### src/rtl/bus_seq_pkg.sv
package bus_seq_pkg;
    typedef enum logic [1:0] {
        CYC_FETCH = 2'd0,
        CYC_READ  = 2'd1,
        CYC_WRITE = 2'd2
    } cyc_e;
endpackage

### src/rtl/bus_phase_ctr.sv
module bus_phase_ctr #(
    parameter int CYCLE_LEN = 12,
    localparam int PH_W = $clog2(CYCLE_LEN)
) (
    input  logic            clk,
    input  logic            rst_n,
    input  logic            tick,
    output logic [PH_W-1:0] phase,
    output logic            last
);
    localparam logic [PH_W-1:0] PH_LAST = PH_W'(CYCLE_LEN - 1);

    always_ff @(posedge clk or negedge rst_n) begin
        if (!rst_n) begin
            phase <= '0;
        end else if (tick) begin
            phase <= last ? '0 : phase + 1'b1;
        end
    end

    assign last = (phase == PH_LAST);

    // the phase never leaves the machine cycle
    assert_phase_range_R2: assert property (@(posedge clk) disable iff (!rst_n)
        phase <= PH_LAST);
    // no tick, no advance
    assert_phase_hold_R10: assert property (@(posedge clk) disable iff (!rst_n)
        !tick |=> $stable(phase));
endmodule

### src/rtl/bus_cycle_fsm.sv
module bus_cycle_fsm
    import bus_seq_pkg::*;
#(
    parameter int ADDR_W = 16,
    parameter int DATA_W = 8
) (
    input  logic              clk,
    input  logic              rst_n,
    input  logic              tick,
    input  logic              last,
    input  logic              acc_req,
    input  logic              acc_we,
    input  logic              acc_wide,
    input  logic [ADDR_W-1:0] acc_addr,
    input  logic [DATA_W-1:0] acc_wdata,
    output cyc_e              state,
    output logic [ADDR_W-1:0] addr_q,
    output logic [DATA_W-1:0] wdata_q,
    output logic              wide_q
);
    cyc_e state_nx;
    logic boundary;

    assign boundary = tick && last;

    // next-state selection, taken only at a machine cycle boundary
    always_comb begin
        state_nx = state;
        if (boundary) begin
            if (!acc_req)    state_nx = CYC_FETCH;
            else if (acc_we) state_nx = CYC_WRITE;
            else             state_nx = CYC_READ;
        end
    end

    // state register plus the access parameters latched with it
    always_ff @(posedge clk or negedge rst_n) begin
        if (!rst_n) begin
            state   <= CYC_FETCH;
            addr_q  <= '0;
            wdata_q <= '0;
            wide_q  <= 1'b0;
        end else begin
            state <= state_nx;
            if (boundary) begin
                addr_q  <= acc_addr;
                wdata_q <= acc_wdata;
                wide_q  <= acc_wide;
            end
        end
    end

    // the cycle kind changes only on the last tick of a cycle
    assert_kind_stable_R6: assert property (@(posedge clk) disable iff (!rst_n)
        !boundary |=> $stable(state));
endmodule

### src/rtl/bus_strobe_gen.sv
module bus_strobe_gen
    import bus_seq_pkg::*;
#(
    parameter int ADDR_W    = 16,
    parameter int DATA_W    = 8,
    parameter int SLOT_LEN  = 6,
    parameter int ALE_LEN   = 2,
    parameter int ROM_LIMIT = 16'h2000,
    localparam int CYCLE_LEN = 2 * SLOT_LEN,
    localparam int PH_W      = $clog2(CYCLE_LEN)
) (
    input  logic              clk,
    input  logic              rst_n,
    input  cyc_e              state,
    input  logic [PH_W-1:0]   phase,
    input  logic [ADDR_W-1:0] pc,
    input  logic              ea_pin,
    input  logic [ADDR_W-1:0] addr_q,
    input  logic [DATA_W-1:0] wdata_q,
    input  logic              wide_q,
    input  logic [DATA_W-1:0] p2_reg,
    output logic              ale,
    output logic              psen_n,
    output logic              rd_n,
    output logic              wr_n,
    output logic [DATA_W-1:0] ad_out,
    output logic              ad_oe,
    output logic [DATA_W-1:0] a_hi,
    output logic              fetch_int
);
    localparam int LO_W = ADDR_W - DATA_W;
    localparam logic [PH_W-1:0]   PH_SLOT   = PH_W'(SLOT_LEN);
    localparam logic [PH_W-1:0]   PH_ALE    = PH_W'(ALE_LEN);
    localparam logic [PH_W-1:0]   PH_STB    = PH_W'(ALE_LEN + 1);
    localparam logic [PH_W-1:0]   PH_DEND   = PH_W'(SLOT_LEN + ALE_LEN);
    localparam logic [ADDR_W-1:0] ROM_TOP   = ADDR_W'(ROM_LIMIT);

    logic [PH_W-1:0] slot_ph;
    logic            int_src;

    assign slot_ph = (phase >= PH_SLOT) ? phase - PH_SLOT : phase;
    assign int_src = ea_pin && (pc < ROM_TOP);

    always_comb begin
        ale       = 1'b0;
        psen_n    = 1'b1;
        rd_n      = 1'b1;
        wr_n      = 1'b1;
        ad_out    = '0;
        ad_oe     = 1'b0;
        a_hi      = p2_reg;
        fetch_int = 1'b0;
        unique case (state)
            CYC_FETCH: begin
                fetch_int = int_src;
                ale       = slot_ph < PH_ALE;
                psen_n    = int_src || (slot_ph < PH_STB);
                ad_oe     = slot_ph < PH_ALE;
                ad_out    = ad_oe ? pc[DATA_W-1:0] : '0;
                a_hi      = pc[ADDR_W-1:LO_W];
            end
            CYC_READ: begin
                ale    = phase < PH_ALE;
                rd_n   = !((phase >= PH_STB) && (phase <= PH_DEND));
                ad_oe  = ale;
                ad_out = ale ? addr_q[DATA_W-1:0] : '0;
                a_hi   = wide_q ? addr_q[ADDR_W-1:LO_W] : p2_reg;
            end
            CYC_WRITE: begin
                ale    = phase < PH_ALE;
                wr_n   = !((phase >= PH_STB) && (phase <= PH_DEND));
                ad_oe  = 1'b1;
                ad_out = ale ? addr_q[DATA_W-1:0] : wdata_q;
                a_hi   = wide_q ? addr_q[ADDR_W-1:LO_W] : p2_reg;
            end
            default: ;
        endcase
    end

    // program strobe never overlaps the address latch pulse
    assert_psen_no_ale_R3: assert property (@(posedge clk) disable iff (!rst_n)
        !psen_n |-> !ale && rd_n && wr_n);
    // internal fetches keep the program strobe idle
    assert_int_no_psen_R4: assert property (@(posedge clk) disable iff (!rst_n)
        fetch_int |-> psen_n);
    // the low address is driven whenever it is being latched
    assert_ale_drives_R5: assert property (@(posedge clk) disable iff (!rst_n)
        ale |-> ad_oe);
    // no second latch pulse in a data cycle
    assert_data_one_ale_R6: assert property (@(posedge clk) disable iff (!rst_n)
        (state != CYC_FETCH && phase >= PH_SLOT) |-> !ale && psen_n);
    // bus released during a read strobe
    assert_rd_released_R7: assert property (@(posedge clk) disable iff (!rst_n)
        !rd_n |-> !ad_oe && wr_n);
    // write byte driven during the write strobe
    assert_wr_drives_R8: assert property (@(posedge clk) disable iff (!rst_n)
        !wr_n |-> ad_oe && (ad_out == wdata_q));
endmodule

### src/rtl/ext_bus_seq.sv
module ext_bus_seq
    import bus_seq_pkg::*;
#(
    parameter int ADDR_W    = 16,
    parameter int DATA_W    = 8,
    parameter int SLOT_LEN  = 6,
    parameter int ALE_LEN   = 2,
    parameter int ROM_LIMIT = 16'h2000
) (
    input  logic              clk,
    input  logic              rst_n,
    input  logic              osc_tick,
    input  logic [ADDR_W-1:0] pc,
    input  logic              ea_pin,
    input  logic              acc_req,
    input  logic              acc_we,
    input  logic              acc_wide,
    input  logic [ADDR_W-1:0] acc_addr,
    input  logic [DATA_W-1:0] acc_wdata,
    input  logic [DATA_W-1:0] p2_reg,
    input  logic [DATA_W-1:0] ad_in,
    input  logic [DATA_W-1:0] rom_data,
    output logic              ale,
    output logic              psen_n,
    output logic              rd_n,
    output logic              wr_n,
    output logic [DATA_W-1:0] ad_out,
    output logic              ad_oe,
    output logic [DATA_W-1:0] a_hi,
    output logic              fetch_int,
    output logic [DATA_W-1:0] code_data,
    output logic              code_valid,
    output logic [DATA_W-1:0] rd_data,
    output logic              rd_valid
);
    localparam int CYCLE_LEN = 2 * SLOT_LEN;
    localparam int PH_W      = $clog2(CYCLE_LEN);
    localparam logic [PH_W-1:0] PH_SLOT_END = PH_W'(SLOT_LEN - 1);
    localparam logic [PH_W-1:0] PH_LAST     = PH_W'(CYCLE_LEN - 1);
    localparam logic [PH_W-1:0] PH_RD_END   = PH_W'(SLOT_LEN + ALE_LEN);

    logic [PH_W-1:0]   phase;
    logic              last;
    cyc_e              state;
    logic [ADDR_W-1:0] addr_q;
    logic [DATA_W-1:0] wdata_q;
    logic              wide_q;

    bus_phase_ctr #(.CYCLE_LEN(CYCLE_LEN)) u_phase (
        .clk(clk), .rst_n(rst_n), .tick(osc_tick), .phase(phase), .last(last)
    );

    bus_cycle_fsm #(.ADDR_W(ADDR_W), .DATA_W(DATA_W)) u_fsm (
        .clk(clk), .rst_n(rst_n), .tick(osc_tick), .last(last),
        .acc_req(acc_req), .acc_we(acc_we), .acc_wide(acc_wide),
        .acc_addr(acc_addr), .acc_wdata(acc_wdata),
        .state(state), .addr_q(addr_q), .wdata_q(wdata_q), .wide_q(wide_q)
    );

    bus_strobe_gen #(
        .ADDR_W(ADDR_W), .DATA_W(DATA_W), .SLOT_LEN(SLOT_LEN),
        .ALE_LEN(ALE_LEN), .ROM_LIMIT(ROM_LIMIT)
    ) u_strobe (
        .clk(clk), .rst_n(rst_n), .state(state), .phase(phase), .pc(pc),
        .ea_pin(ea_pin), .addr_q(addr_q), .wdata_q(wdata_q), .wide_q(wide_q),
        .p2_reg(p2_reg), .ale(ale), .psen_n(psen_n), .rd_n(rd_n), .wr_n(wr_n),
        .ad_out(ad_out), .ad_oe(ad_oe), .a_hi(a_hi), .fetch_int(fetch_int)
    );

    // return path: code byte at each slot end, read byte at read strobe end
    always_ff @(posedge clk or negedge rst_n) begin
        if (!rst_n) begin
            code_valid <= 1'b0;
            code_data  <= '0;
            rd_valid   <= 1'b0;
            rd_data    <= '0;
        end else begin
            code_valid <= 1'b0;
            rd_valid   <= 1'b0;
            if (osc_tick && state == CYC_FETCH &&
                (phase == PH_SLOT_END || phase == PH_LAST)) begin
                code_valid <= 1'b1;
                code_data  <= fetch_int ? rom_data : ad_in;
            end
            if (osc_tick && state == CYC_READ && phase == PH_RD_END) begin
                rd_valid <= 1'b1;
                rd_data  <= ad_in;
            end
        end
    end

    // valid pulses only come from an advancing tick
    assert_valid_needs_tick_R10: assert property (@(posedge clk) disable iff (!rst_n)
        !osc_tick |=> !code_valid && !rd_valid);
endmodule

### config.mk
export PLATFORM = sky130hd
export DESIGN_NAME = ext_bus_seq
export DESIGN_NICKNAME = d
export VERILOG_FILES = /design/src/rtl/bus_seq_pkg.sv /design/src/rtl/bus_phase_ctr.sv /design/src/rtl/bus_cycle_fsm.sv /design/src/rtl/bus_strobe_gen.sv /design/src/rtl/ext_bus_seq.sv
export SDC_FILE = /design/constraint.sdc
export NUM_CORES = 1
export LEC_CHECK = 0
export BUFFER_PORTS_ARGS = -buffer_cell sky130_fd_sc_hd__buf_2
export CORE_UTILIZATION = 30
export CTS_CLUSTER_DIAMETER = 120
export DETAILED_ROUTE_END_ITERATION = 12
export PLACE_DENSITY = 0.67
export SLEW_MARGIN = 20
export SYNTH_ARGS = -nofsm -noshare
export SYNTH_HDL_FRONTEND = slang
export SYNTH_SLANG_ARGS = --single-unit
### constraint.sdc
create_clock -name clk -period 3 [get_ports clk]
set_clock_uncertainty 0.15 [all_clocks]
set_input_delay 0.15 -clock clk [delete_from_list [all_inputs] [get_ports clk]]
set_output_delay 0.15 -clock clk [all_outputs]
set_load 0.05 [all_outputs]
==> metrics.md <==
| Metric | Value |
|---|---|
| Final setup violation count | 0 |
| Routability cong. | 0.730 |
| Area leader, netlist | dfrtp_1 |
| Die width | 95.0 µm |
| R2r setup slk | slightly above 900 ps |
| Synthesis warning total | 0 |
| Initial DRC Count | 87 |
| Routed Wire Length | 6.52 mm |
| Fmax | 371 MHz |
| Share of cells above drive strength 1 | 44.2% |
| Cells taking the most area after synthesis | dfrtp_1 (47%), mux2_2 (14%), mux2i_1 (6.2%) |
| Flops & latches, synth | 49 |
| Antenna Cells | 0 |
| Post-Syn Nets | 312 |
| Final worst setup slack | 307 ps |
| Synth cell types | 34 |
| Initial Utilization | 31.2% |
| Die span in y | 95.0 µm |
| Routed metal-1 wire length | 2.66 mm |
| I/O Buffers | 110 |
| CTS tree | done |
| Highest metal used | met4 |
| Pre-CTS setup slack | 673 ps |
| Inserted Clock Buffers | 5 |
| CP arrival | around 2400 ps |
| Count leader, synth | dfrtp_1 |
| Rows | 33 |
| Relative slew slack | 48.6% |
| Peak supply drop | 0.000719 V |
| Combinational power share | roughly 64% |
| Setup_tns | 0 ps |
| CP max FO | 13 |
| Total die area | roughly 9000 µm² |
| Post-detail-place hpwl | 4.75 mm |
| Detail Route Antenna Nets | 0 |
| Status | completed |
| Clock network power share | between 8 and 9% |
| Utilization after layout | between 40% and 50% |
| Post-synthesis sequential area ratio | 47.3% |
| First-pass GRT wire length | 10.7 mm |
| CTS resizes | 0 |
| Met2 WL | 3.47 mm |
| Vias in the first global route | 2363 |
| Endpoints failing hold | 0 |
| Synth top area share | between 40% and 50% |
| Slew Viols, Final | 0 |
| DRC viols | 0 |
| Synth cell count leaders | dfrtp_1 (49), mux2_2 (33), nand2_1 (27) |
| Minimum clock period | 2690 ps |
| Synth async-reset ratio | 100% |
| Total track usage | 15.3% |
| Overall power | approximately 4.3 mW |
| Sw frac | 54.6% |
| Syn-to-layout area delta | 43.1% |
| PwrDens | 1160 nW/µm² |
| RSZ-0062 raised after global routing | false |
| Routed vias/inst | 4.68 |
| Reg power frac | a little over a quarter |
| Clk pin slew, worst setup/hold paths | 90 ps |
| Post-Syn Area | between 2000 and 3000 µm² |
| Fin crit share | 89.8% |
| Crit path capture type | output port |
| Met3 wire len | around 220 µm |
| Grt ovf | 0 |
| Sink Count | 49 |
| Clk buf depth | 2 |
| TritonRoute pass-1 iters | 6 |
| Core area | 8300 µm² |
| Worst-Margin Slew | 769 ps |
| CTS H-tree depth | 2 |
| Pleak | ~1.8 nW |
| # nets final | 459 |
| Synth Instances | 234 |
| Crit path required time | 2700 ps |
| Clk_lat worst skew | 300 ps |
| Vias | 2279 |
| Initial antenna violation count | 0 |
| Switching pwr | 2.34 mW |
| Post-CTS setup buffer count | 0 |
| Max capacitance violation total | 0 |
| Crit Path Category | register to output port |
| Ys flop type | dfrtp_1 |
| Count of non-filler cells in the finished layout | a little under 500 |
| Post-synth EDFFs | 0 |
| Largest net degree at the start of global routing | 50 |
| CP Launch Type | register |
| HP Class | input pin to register |
| Internal | 1.95 mW |
| Io pins | roughly 110 |
| Placed insts | ~440 |
| Fillcell total | ~770 |
| Syn avg cell area | between 10 and 15 µm² |
| Routed len/inst | 13.4 µm |
| CTS root buf | clkbuf_8 |
-- path summary, 6_finish.rpt --
check,from,endpoint,cells after the start
setup / recovery,u_fsm.state[0],ad_out[2],5
hold / removal,rom_data[4],code_data[4],3
setup reg to reg,u_phase.phase[3],u_fsm.wdata_q[7],4
hold reg to reg,u_fsm.wdata_q[7],u_fsm.wdata_q[7],1
max in group asynchronous,rst_n,u_fsm.wide_q,2
min in group asynchronous,rst_n,u_fsm.addr_q[14],2
-- registers in the layout, summed over array words and instances (netlist names) --
name / flops
u_fsm.addr_q: 16
code_data: 8
rd_data: 8
u_fsm.wdata_q: 8
u_phase.phase: 4
u_fsm.state: 2
code_valid: 1
rd_valid: 1
u_fsm.wide_q: 1
-- critical path, stage by stage, from the launching register on --
cell	delay, ps
dfrtp_1	420
ha_1	380
nor4b_2	770
nand2_1	160
o21ai_2	90
buf_2	280
-- stage by stage --
| step | hold slack, ps | cell area [µm²] |
|---|---|---|
| 2_1_floorplan | -296 | 2590 |
| 3_3_place_gp | 218 | 3220 |
| 3_5_place_dp | 219 | 3220 |
| 4_1_cts | 1.54 | 3710 |
| 5_1_grt | 14.7 | 3710 |
| 6_report | 0.353 | 3710 |
-- power groups by stage --
stage / logic (mW) / clock network [mW] / registers [mW]
after global routing: 2.95 / 0.403 / 1.22
final: 2.75 / 0.367 / 1.18
after detailed placement: 2.72 / 0 / 1.19
after CTS: 2.76 / 0.383 / 1.18
after global placement: 2.69 / 0 / 1.17
after floorplan: 1.84 / 0 / 1.50
-- cells by family (layout without fill, tap and decap cells) --
family | after synthesis | count (layout) | synth area share [%]
simple gates | 55 | 55 | 10.5
compound gates | 51 | 51 | 12.7
mux | 50 | 50 | 20.9
flops | 49 | 49 | 47.3
buf+inv | 21 | 169 | 4.83
fa+ha+maj | 7 | 7 | 3.38
xor+xnor | 1 | 1 | 0.338
-- cell usage in the layout, fill, tap and decap left out, drive strengths merged, types with 3 or more instances in the layout --
cell type	n
a21oi	14
a22oi	8
and2	3
buf	114
clkbuf	6
dfrtp	49
dlygate4sd3	40
ha	7
inv	7
mux2	34
mux2i	16
nand2	27
nand3	3
nor2	11
o21ai	26
-- area by class of cell --
type,instances,area [µm²],area share [%]
clock buffers,6,72.6,1.96
well taps,105,131,3.54
clock inverters,2,10.0,0.270
repair buffers,154,996,26.8
flip-flops and latches,49,1230,33.1
multi-input cells,164,1250,33.6
inverters,7,26.3,0.708
-- routing by layer --
layer  vias to the layer above  GRT usage, %
li1                       1113             -
met4                         0          7.83
met2                        55          26.4
met5                         -             0
met1                      1097          18.5
met3                        14          2.33
-- what timing repair did --
item | in CTS | in global routing
endpoints found under the hold margin | 87 | 0
setup endpoints to repair | 0 | 0
hold buffers | 40 | 0
(Power assumes the default switching activity.)
